[src/rtl/wp_pkg.sv]
package wp_pkg;
    localparam int STATUS_W = 8;
    localparam int BP_W     = 4;
    localparam int BP_LSB   = 2;
    localparam int LOCK_POS = 7;

    typedef struct packed {
        logic            lock;
        logic [BP_W-1:0] bp;
    } prot_t;

    typedef enum logic [1:0] {
        V_IDLE  = 2'b00,
        V_GRANT = 2'b01,
        V_DENY  = 2'b10
    } verdict_e;

    function automatic prot_t unpack_wdata(input logic [STATUS_W-1:0] d);
        prot_t p;
        p.lock = d[LOCK_POS];
        p.bp   = d[BP_LSB +: BP_W];
        return p;
    endfunction

    function automatic logic [STATUS_W-1:0] pack_status(input prot_t p, input logic [2:0] side);
        logic [STATUS_W-1:0] s;
        s = '0;
        s[0] = side[0];
        s[1] = side[1];
        s[BP_LSB +: BP_W] = p.bp;
        s[6] = side[2];
        s[LOCK_POS] = p.lock;
        return s;
    endfunction
endpackage

[src/rtl/wp_status_reg.sv]
module wp_status_reg
    import wp_pkg::*;
(
    input  logic                clk,
    input  logic                rst,
    input  logic                sr_wr,
    input  logic [STATUS_W-1:0] sr_wdata,
    input  logic                wp_n,
    output prot_t               prot
);
    logic may_write;
    assign may_write = wp_n || !prot.lock;

    always_ff @(posedge clk) begin
        if (rst) begin
            prot.lock <= 1'b0;
            prot.bp   <= '1;
        end else if (sr_wr && may_write) begin
            prot <= unpack_wdata(sr_wdata);
        end
    end

    assert_lock_hold_R4: assert property (@(posedge clk) disable iff (rst)
        (sr_wr && !wp_n && prot.lock) |=> ($stable(prot.bp) && $stable(prot.lock)));
    assert_pin_high_load_R2: assert property (@(posedge clk) disable iff (rst)
        (sr_wr && wp_n) |=> (prot.bp == $past(sr_wdata[5:2]) && prot.lock == $past(sr_wdata[7])));
    assert_no_strobe_hold_R11: assert property (@(posedge clk) disable iff (rst)
        !sr_wr |=> $stable(prot));
endmodule

[src/rtl/wp_region_decode.sv]
module wp_region_decode #(
    parameter int ADDR_W = 20
) (
    input  logic [2:0]        code,
    input  logic [ADDR_W-1:0] addr,
    output logic              in_region
);
    localparam int STEPS = 4;
    logic [7:0] hit;

    assign hit[0] = 1'b0;
    for (genvar k = 1; k <= STEPS; k++) begin : g_frac
        assign hit[k] = &addr[ADDR_W-1 -: (STEPS + 1 - k)];
    end
    for (genvar k = STEPS + 1; k < 8; k++) begin : g_all
        assign hit[k] = 1'b1;
    end

    assign in_region = hit[code];
endmodule

[src/rtl/wp_judge.sv]
module wp_judge
    import wp_pkg::*;
(
    input  logic clk,
    input  logic rst,
    input  logic req_valid,
    input  logic req_chip,
    input  logic in_region,
    input  logic bp_zero,
    input  logic [2:0] code,
    output logic grant,
    output logic deny
);
    verdict_e verdict_q, verdict_d;

    always_comb begin
        verdict_d = V_IDLE;
        if (req_valid) begin
            if (req_chip) verdict_d = bp_zero ? V_GRANT : V_DENY;
            else          verdict_d = in_region ? V_DENY : V_GRANT;
        end
    end

    always_ff @(posedge clk) begin
        if (rst) verdict_q <= V_IDLE;
        else     verdict_q <= verdict_d;
    end

    assign grant = (verdict_q == V_GRANT);
    assign deny  = (verdict_q == V_DENY);

    assert_exclusive_R10: assert property (@(posedge clk) disable iff (rst) !(grant && deny));
    assert_quiet_R10: assert property (@(posedge clk) disable iff (rst)
        !req_valid |=> (!grant && !deny));
    assert_answer_R10: assert property (@(posedge clk) disable iff (rst)
        req_valid |=> (grant || deny));
    assert_chip_locked_R9: assert property (@(posedge clk) disable iff (rst)
        (req_valid && req_chip && !bp_zero) |=> deny);
    assert_open_R5: assert property (@(posedge clk) disable iff (rst)
        (req_valid && !req_chip && code == 3'b000) |=> grant);
    assert_whole_R7: assert property (@(posedge clk) disable iff (rst)
        (req_valid && !req_chip && code >= 3'd5) |=> deny);
endmodule

[src/rtl/wp_ctrl.sv]
module wp_ctrl
    import wp_pkg::*;
#(
    parameter int ADDR_W = 20
) (
    input  logic                clk,
    input  logic                rst,
    input  logic                sr_wr,
    input  logic [STATUS_W-1:0] sr_wdata,
    input  logic                wp_n,
    input  logic [2:0]          aux,
    input  logic                req_valid,
    input  logic [ADDR_W-1:0]   req_addr,
    input  logic                req_chip,
    output logic [STATUS_W-1:0] status,
    output logic                grant,
    output logic                deny
);
    prot_t prot;
    logic  in_region;
    logic  bp_zero;

    wp_status_reg u_sreg (
        .clk(clk), .rst(rst), .sr_wr(sr_wr), .sr_wdata(sr_wdata),
        .wp_n(wp_n), .prot(prot)
    );

    wp_region_decode #(.ADDR_W(ADDR_W)) u_dec (
        .code(prot.bp[2:0]), .addr(req_addr), .in_region(in_region)
    );

    assign bp_zero = (prot.bp == '0);

    wp_judge u_judge (
        .clk(clk), .rst(rst), .req_valid(req_valid), .req_chip(req_chip),
        .in_region(in_region), .bp_zero(bp_zero), .code(prot.bp[2:0]),
        .grant(grant), .deny(deny)
    );

    assign status = pack_status(prot, aux);

    always_comb begin
        assert_side_bits_R12: assert (status[0] == aux[0] && status[1] == aux[1] && status[6] == aux[2]);
    end
endmodule

[config.mk]
export PLATFORM = sky130hd
export DESIGN_NAME = wp_ctrl
export DESIGN_NICKNAME = d
export VERILOG_FILES = /design/src/rtl/wp_pkg.sv /design/src/rtl/wp_status_reg.sv /design/src/rtl/wp_region_decode.sv /design/src/rtl/wp_judge.sv /design/src/rtl/wp_ctrl.sv
export SDC_FILE = /design/constraint.sdc
export NUM_CORES = 1
export LEC_CHECK = 0
export BUFFER_PORTS_ARGS = -buffer_cell sky130_fd_sc_hd__buf_2
export CAP_MARGIN = 20
export CORE_MARGIN = 1
export CORE_UTILIZATION = 25
export DETAILED_ROUTE_END_ITERATION = 16
export GPL_ROUTABILITY_DRIVEN = 0
export PLACE_DENSITY = 0.7
export SETUP_SLACK_MARGIN = 0.4
export SYNTH_ARGS = -nofsm -noshare
export SYNTH_HDL_FRONTEND = slang
export SYNTH_SLANG_ARGS = --single-unit
[constraint.sdc]
create_clock -name clk -period 1.17 [get_ports clk]
set_clock_uncertainty 0.15 [all_clocks]
set_input_delay 0.117 -clock clk [delete_from_list [all_inputs] [get_ports clk]]
set_output_delay 0.117 -clock clk [all_outputs]
set_load 0.01 [all_outputs]
==> impl_results.md <==
- Total wire length after detailed routing: 799 um
- Hold Fails Final Rpt: 6
- Crit. End Element: flip-flop
- EDFF count, synth: 0
- Worst Path Arrival: 1.19 ns
- DRC Markers: 0
- Worst Hold Class: input pin to flip-flop
- Clock-pin transition on the worst setup and hold timing paths: 0.05 ns
- Initial DRC Count: 0
- Largest net degree at the start of global routing: 9
- Die area: 1502 sq um
- CP Launch Type: flip-flop
- Sequential share of power: 0.436
- DRT Pass-1 Iters: 1
- Drt wl/cell: 10.11 um
- Slew Limit Headroom: 0.8557
- Htree depth: 1
- Switching Power: 156.5 uW
- Clock buffer depth: 2
- Die Y: 38.76 um
- Core ar.: 1186 sq um
- Post-synth top area cell: dfxtp_1
- Critical path class: flip-flop to flip-flop
- Failing checks: negative hold slack, negative setup slack
- Max VDD drop: 0.4430 mV
- Most used DFF post-synth: dfxtp_1
- Hold_ws: -0.1258 ns
- Power Internal: 466.0 uW
- Synth-to-Final Area Change: 65.93%
- First-pass GRT wire length: 1255 um
- Worst Tran Pin Value: 0.2165 ns
- Combinational Power Share: 0.216
- Cell Area, Synth: 337.8 sq um
- Most frequent cells in the layout: buf_2, buf_6, nand3_1, dfxtp_2, nand3b_1
- Worst-path maximum fanout: 2
- Vias in the first global route: 354
- Via count: 380
- Avg Synthesized Cell Area: 8.446 sq um
- Ys Warns: 0
- Post-synth top area share: 0.4148
- Power Density: 1110 nW/um^2
- Post-Syn Nets: 77
- Share of cells above drive strength 1: 0.5692
- Synth Register Bits: 7
- Total of max-cap violations: 0
- Cell row count: 12
- FMAX: 839.4 MHz
- # nets final: 103
- Number of diodes: 0
- Pre-CTS setup slack: -0.01900 ns
- Die width: 38.76 um
- Setup Buffers After CTS: 0
- Total CTS buffers: 3
- Max Slew Vio Count: 0
- Static Leak: 0.2570 nW
- Total global routing overflow: 0
- Clk_lat worst skew: 0.25 ns
- Final setup viols: 1
- Largest stage delay, worst path: 0.32 ns
- Sum Neg Setup Slack: -0.02137 ns
- Slowest-stage cell, CP: dfxtp_2
- # IOs: 47
- Yosys cell types: 17
- Vias per inst: 4.810
- Port bufs: 21
- CP Data Required Time: 1.17 ns
- Total power: 622.4 uW
- Final worst-path cycle share: 1.018
- CTS tree: yes
- Clock Sinks: 7
- Hpwl dp: 642.2 um
- Switching Fraction: 0.2514
- CTS root buf: clkbuf_4
- FFs w/ async S/R, synth: 0
- Syn Inst Count: 40
- Power share of the clock group: 0.348
- Initial core utilization: 0.2848
- Commonest non-fill, non-tap cell in the layout: buf_2
- Antenna viol nets, final: 0
- Seq/Total Area, Yosys: 0.4148
- Worst Path Buf+Inv: 0
- Initial antenna violation count: 0
- Worst path cell trace: o31a_1, o32a_1, o21ba_1
- Total Routing Usage GR: 0.1265
- Min Tclk post-route: 1.191 ns
- RSZ-0062 raised after global routing: true
- Largest cells by area after synthesis: dfxtp_1, nand3b_1, nand3_1
- PnR worst setup slack: -0.02137 ns
- Outcome: finished with violations
- Critical path's top delay family: compound AO/OA/AOI/OAI gates
[registers in the layout, indices dropped and copies added, names as in the netlist]
| signal | flops |
|---|---|
| u_judge.verdict_q | 2 |
| u_sreg.prot | 5 |
[repair_timing]
| item | 4_1_cts | 5_1_grt |
|---|---|---|
| setup endpoints to repair | 13 | 14 |
| hold endpoints to repair | 6 | 5 |
| pin swaps | 2 | 2 |
| gates resized for setup | 11 | 3 |
[final timing paths]
kind,startpoint,end,slack (ns),depth (start not counted)
worst max-delay path,u_sreg.prot[3]$_SDFFE_PP1P_,u_judge.verdict_q[1]$_SDFF_PP0_,-0.02,3
worst min-delay path,rst,u_sreg.prot[4]$_SDFFE_PP0P_,-0.13,2
worst max register to register,u_sreg.prot[3]$_SDFFE_PP1P_,u_judge.verdict_q[1]$_SDFF_PP0_,-0.02,3
worst min register to register,u_sreg.prot[4]$_SDFFE_PP0P_,u_sreg.prot[4]$_SDFFE_PP0P_,0.36,2
[metal layers]
metal  wire [um]  GRT usage
met5           0          0
met1         384     0.1211
met2         336     0.2208
met4          11    0.07759
met3          67    0.05202
[area by class of cell]
cell class / instances / area, sq um
timing repair buffer: 24 / 168.9
inverter: 3 / 11.26
clock buffer: 4 / 26.28
multi-input combinational: 27 / 186.4
fill: 118 / 625.6
tap: 14 / 17.52
sequential: 7 / 150.1
[metrics by stage]
stage,instance area (sq um),utilization,hold slack (ns),cells
3_3_place_gp,476.7,0.4019,0.08407,75
3_5_place_dp,476.7,0.4019,0.08407,75
2_1_floorplan,354.1,-,0.03197,40
4_1_cts,553.0,0.4662,-0.1365,79
6_report,560.5,0.4726,-0.1258,79
5_1_grt,560.5,0.4726,-0.1219,79
[Yosys cell counts (2+ instances only)]
cell	instances
nor2b_1	3
dfxtp_1	7
nand3_1	5
buf_4	3
nand2_1	2
nand3b_1	4
o21ai_0	4
inv_1	3
[logic make-up after synthesis]
family          after synthesis  synth area share
compound gates               11            0.2185
simple gates                 16            0.2666
buf+inv                       6           0.09999
flops                         7            0.4148
[worst register-to-register path: cells and delay by family, from the launching register on]
family,cells,cell delay (ns)
DFF,1,0.32
AOI/OAI and AO/OA,3,0.62
[power by group through the flow]
| stage | Combinational, mW | Sequential, mW | Clock, mW |
|---|---|---|---|
| 2_1_floorplan | 0.0553 | 0.279 | 0 |
| 5_1_grt | 0.150 | 0.273 | 0.240 |
| 3_3_place_gp | 0.111 | 0.273 | 0 |
| 6_report | 0.134 | 0.272 | 0.217 |
| 4_1_cts | 0.133 | 0.272 | 0.228 |
| 3_5_place_dp | 0.114 | 0.273 | 0 |
No activity file was read; power rests on OpenSTA's default activity.
